==> src/rtl/dds_rst_pkg.sv <==
`timescale 1ns/1ps
package dds_rst_pkg;

    // Which reset source the select input chooses
    typedef enum logic {
        SRC_SW  = 1'b0,
        SRC_PIN = 1'b1
    } rst_src_e;

    localparam int unsigned DEF_CODE_W  = 10;
    localparam int unsigned DEF_LATENCY = 7;

endpackage

==> src/rtl/rst_src_mux.sv <==
`timescale 1ns/1ps
module rst_src_mux
    import dds_rst_pkg::*;
(
    input  logic pin_i,
    input  logic bit_i,
    input  logic sel_i,
    output logic src_o
);
    rst_src_e sel;

    always_comb begin
        sel = rst_src_e'(sel_i);
        unique case (sel)
            SRC_PIN: src_o = pin_i;
            SRC_SW:  src_o = bit_i;
            default: src_o = 1'b1;
        endcase
    end
endmodule

==> src/rtl/rst_release_ff.sv <==
`timescale 1ns/1ps
module rst_release_ff (
    input  logic clk_i,
    input  logic set_i,
    output logic rst_o
);
    typedef struct packed {
        logic held;
    } rel_state_t;

    rel_state_t state_d, state_q;

    // Any sampled edge with the source low is a release
    always_comb begin
        state_d      = state_q;
        state_d.held = 1'b0;
    end

    // Set is asynchronous; release is taken on the falling edge
    always_ff @(negedge clk_i or posedge set_i) begin
        if (set_i) begin
            state_q.held <= 1'b1;
        end else begin
            state_q <= state_d;
        end
    end

    assign rst_o = state_q.held;
endmodule

==> src/rtl/restart_timer.sv <==
`timescale 1ns/1ps
module restart_timer #(
    parameter int unsigned LATENCY = 7
) (
    input  logic clk_i,
    input  logic clr_i,
    input  logic hold_i,
    output logic valid_o
);
    localparam int unsigned CW = (LATENCY < 2) ? 1 : $clog2(LATENCY);
    localparam logic [CW-1:0] LAST = CW'(LATENCY - 1);

    typedef struct packed {
        logic [CW-1:0] cnt;
        logic          valid;
    } tmr_state_t;

    tmr_state_t state_d, state_q;

    always_comb begin
        state_d = state_q;
        if (hold_i) begin
            state_d.cnt   = '0;
            state_d.valid = 1'b0;
        end else if (!state_q.valid) begin
            if (state_q.cnt == LAST) begin
                state_d.valid = 1'b1;
            end else begin
                state_d.cnt = state_q.cnt + CW'(1);
            end
        end
    end

    // A new reset drops the count at once
    always_ff @(negedge clk_i or posedge clr_i) begin
        if (clr_i) begin
            state_q.cnt   <= '0;
            state_q.valid <= 1'b0;
        end else begin
            state_q <= state_d;
        end
    end

    assign valid_o = state_q.valid;
endmodule

==> src/rtl/code_gate.sv <==
`timescale 1ns/1ps
module code_gate #(
    parameter int unsigned CODE_W = 10
) (
    input  logic              valid_i,
    input  logic [CODE_W-1:0] code_i,
    output logic [CODE_W-1:0] code_o
);
    localparam logic [CODE_W-1:0] MIDSCALE = {1'b1, {(CODE_W-1){1'b0}}};

    always_comb begin
        code_o = valid_i ? code_i : MIDSCALE;
    end
endmodule

==> src/rtl/dds_reset_ctrl.sv <==
`timescale 1ns/1ps
module dds_reset_ctrl #(
    parameter int unsigned CODE_W  = dds_rst_pkg::DEF_CODE_W,
    parameter int unsigned LATENCY = dds_rst_pkg::DEF_LATENCY
) (
    input  logic              clk_i,
    input  logic              rst_pin_i,
    input  logic              rst_bit_i,
    input  logic              pin_sel_i,
    input  logic [CODE_W-1:0] dp_code_i,
    output logic              dp_rst_o,
    output logic              out_valid_o,
    output logic [CODE_W-1:0] dac_code_o
);
    logic src_active;
    logic rst_held;
    logic valid;

    rst_src_mux u_mux (
        .pin_i (rst_pin_i),
        .bit_i (rst_bit_i),
        .sel_i (pin_sel_i),
        .src_o (src_active)
    );

    rst_release_ff u_rel (
        .clk_i (clk_i),
        .set_i (src_active),
        .rst_o (rst_held)
    );

    restart_timer #(.LATENCY(LATENCY)) u_tmr (
        .clk_i   (clk_i),
        .clr_i   (src_active),
        .hold_i  (rst_held),
        .valid_o (valid)
    );

    code_gate #(.CODE_W(CODE_W)) u_gate (
        .valid_i (valid),
        .code_i  (dp_code_i),
        .code_o  (dac_code_o)
    );

    assign dp_rst_o    = rst_held;
    assign out_valid_o = valid;
endmodule

==> config.mk <==
export PLATFORM = sky130hd
export DESIGN_NAME = dds_reset_ctrl
export DESIGN_NICKNAME = d
export VERILOG_FILES = /design/src/rtl/dds_rst_pkg.sv /design/src/rtl/rst_src_mux.sv /design/src/rtl/rst_release_ff.sv /design/src/rtl/restart_timer.sv /design/src/rtl/code_gate.sv /design/src/rtl/dds_reset_ctrl.sv
export SDC_FILE = /design/constraint.sdc
export NUM_CORES = 1
export LEC_CHECK = 0
export BUFFER_PORTS_ARGS = -buffer_cell sky130_fd_sc_hd__buf_2
export CORE_AREA = 10 10 47 49
export DETAILED_ROUTE_END_ITERATION = 8
export DIE_AREA = 0 0 57 59
export SYNTH_ARGS = -nofsm -noshare
export SYNTH_HDL_FRONTEND = slang
export SYNTH_SLANG_ARGS = --single-unit
==> constraint.sdc <==
create_clock -name clk_i -period 2.6 [get_ports clk_i]
set_input_delay 0.26 -clock clk_i [delete_from_list [all_inputs] [get_ports clk_i]]
set_output_delay 0.26 -clock clk_i [all_outputs]
set_load 0.01 [all_outputs]
---- Yosys cells after proc, flatten, opt, wreduce, memory -nomap -nowiden ----
Cells that the tools add are included.
word-level totals
  register bits after elaboration ......... 5
  bits of input ports ..................... 14
  output and inout port bits .............. 12
  logic and storage cells ................. 15
operators by class
  $add $sub $neg .......................... 1
  equality and inequality tests ........... 3
  mux-type cells .......................... 6
  bitwise gates (word level) .............. 1
  reduce and logical (&&, ||, !) cells .... 1
operators with widths
  cell                   count
  $mux W10               1
  $mux W4                2
  $ne A2 B2 Y1 const B   2
  $add A3 B1 Y3 const B  1
  $eq A3 B3 Y1 const B   1
  $mux W3                1
  $pmux W1 S2            1
  $reduce_and A2 Y1      1
  $mux W1                1
  $not A1 Y1             1

---- Logic depth before layout (Yosys ltp) ----
  depth after elaboration ................. 4
  depth in mapped cells ................... 4
  mapped depth without buffers ............ 4

---- Cells and area by module ----
Synthesis repeated with hierarchy kept, for this count alone.
second synthesis, totals
  cell total of the unflattened synthesis .. 35
  area, all modules ....................... 339.1 um2
modules (own cells, without submodules)
  module          times used  cells each  area each (um2)
  restart_timer   1           20          224.0
  code_gate       1           10          62.6
  rst_release_ff  1           4           37.5
  rst_src_mux     1           1           15.0

==> flow_summary.toml <==
[routing]
vias_per_cell = 4.15
drt_iter0_markers = 4
routed_wl_um = 1000
ant_nets = 0
wl_per_cell_um = 12.0
firstDrtPassIters = 2
drc = 0
routed-via-count = 349

[worst_setup_path]
arrival_ps = 2330
critPathMaxFanout = 6
end_kind = "output port"
cp-start-kind = "flip-flop"
rr_endpoint = "u_tmr.state_q[2]"
path_class = "flip-flop to output port"
r2r-start = "u_tmr.state_q[1]"
ff2ff_path_depth = 4
worstPathRequired_ps = 2340
rrSetupSlack_ps = 1170

[global_routing]
grt-busiest-layer = "met2"
antenna_found_initial = 0
grt_max_degree = 7
overflow = 0
grt_usage_pct = 5.87
grt_use_met1_pct = 6.29
use_met2_pct = 6.51
grt_pass1_wl_um = 1510
gr-usage-met3_pct = 5.58
grt_pass1_vias = 334

[placed_design]
io_buffers = 25
postPlaceCellArea_um2 = 478
place_congestion = 0.664

[synthesis]
ys_seq_area_share_pct = 38.3
synth_warnings = 0
ys_seq_elements = 5
yosysUniqueCellTypes = 15
syn_nets = 50
avgSynthCellArea_um2 = 9.72
syn-cell-area_um2 = 330
synth_cells = 34

[status]
outcome = "finished, final reports clean"

[timing]
rsz0062_at_grt = "true"
drv_slew = 0
setup_viol = 0
skew_ps = 42.5
hold_viol = 0

[floorplan]
initial_utilization_pct = 23.6
rows = 14
core_area_um2 = 1400
die_y_um = 59
io_pins = 26
die_w_um = 57
die-area_um2 = 3360

[cts]
h-tree-depth = 1
numCtsBuffers = 3
cts_hold_buf = 0
cts_buffer_depth = 2
cts.sink_count = 5
clk_pin_slew_ps = 40
clkLatencyLatePin_ps = 290
cts-root-buf = "clkbuf_4"
cts_tree = "built"

[final_layout]
final_core_util_pct = 44.8
layout-drive-gt1-share_pct = 70.6
mostFrequentLayoutCells = "16 x buf_2, 11 x buf_6, 9 x and2_4"
nFillCells = 142
diodes = 0
fin_nets = 85
area.growth.synth_to_final_pct = 90.2
final_common_cell = "buf_2"
design_area_um2 = 628

[hold_path]
hold_class = "flip-flop to flip-flop"
worstHoldPathCells = 2
hold_path_end = "u_tmr.valid_o"
min_from = "u_tmr.state_q[3]"

[pwr]
power.density_nw_per_um2 = 358
peakVddDrop_mv = 0.197
leakage_nw = 0.342

[run]
cap_violations = 0
[Yosys cell counts]
library cell / number / share of area, %
a211oi_2: 1 / 3.8
a21oi_2: 1 / 2.7
and2_1: 9 / 17
and4bb_1: 1 / 3.8
buf_2: 1 / 1.5
conb_1: 1 / 1.1
dfrtn_1: 4 / 30
dfstp_2: 1 / 8.0
ha_1: 2 / 7.6
inv_1: 3 / 3.4
mux2_2: 2 / 6.8
mux2i_1: 1 / 3.0
nand2b_1: 2 / 3.8
nor2_1: 3 / 3.4
nor2b_1: 2 / 3.8
[area by class of cell]
class	count	area [um2]	area share [%]
sequential	5	126	20.1
clock buffer	3	22.5	3.59
multi-input combinational	25	210	33.5
clock inverter	2	7.51	1.20
tap	16	20.0	3.19
inverter	2	7.51	1.20
timing repair buffer	31	234	37.3
[through the flow]
| step | power (mW) | worst slack, ps | TNS [ps] | std cells | hold slack (ps) |
|---|---|---|---|---|---|
| final | 0.225 | 11.7 | 0 | 84 | 522 |
| after global routing | 0.246 | -40.6 | -301 | 84 | 545 |
| after CTS | 0.228 | 16.3 | 0 | 83 | 523 |
| after detailed placement | 0.133 | 165 | 0 | 75 | 422 |
| after global placement | 0.132 | 184 | 0 | 75 | 422 |
| after floorplan | 0.116 | 214 | 0 | 34 | 419 |
[cell families after synthesis]
logic type,synth area share [%]
adders and majority gates,7.57
other,1.14
muxes,9.85
DFF,38.3
buffers and inverters,4.92
AOI/OAI and AO/OA,6.44
and+or+nand+nor,31.8
[worst max-delay path: stages (launching register included)]
cell	delay, ps
dfrtn_1	430
buf_6	120
and2_4	130
buf_6	90
[power by group]
part	total, mW	internal [mW]	switching (mW)
clock	0.0914	0.0561	0.0353
combinational	0.0436	0.0260	0.0176
sequential	0.0902	0.0853	0.00490
total	0.225	0.167	0.0577
[routing by layer]
layer,wire length (um),vias up
met2,406,25
li1,-,175
met1,432,149
met4,0,0
met5,0,-
met3,166,0
[what timing repair did]
item / CTS / global route
resized for setup: 2 / 21
setup buffers: 4 / 1
setup endpoints to repair: 12 / 9
[flip-flops by register name, summed over array words and instances (netlist names)]
name           count
u_tmr.state_q      3
u_rel.rst_o        1
u_tmr.valid_o      1
[how the worst max path moves through the flow]
stage / from / slack (ps) / to
after global placement: u_tmr.valid_o / 180 / dac_code_o[4]
final: u_tmr.valid_o / 10 / dac_code_o[3]
after global routing: u_tmr.valid_o / -40 / dac_code_o[1]
after detailed placement: u_tmr.valid_o / 160 / dac_code_o[6]
after floorplan: u_tmr.valid_o / 210 / dac_code_o[0]
after CTS: u_tmr.valid_o / 20 / dac_code_o[6]
Note: power is estimated with default switching activity, not from simulation.
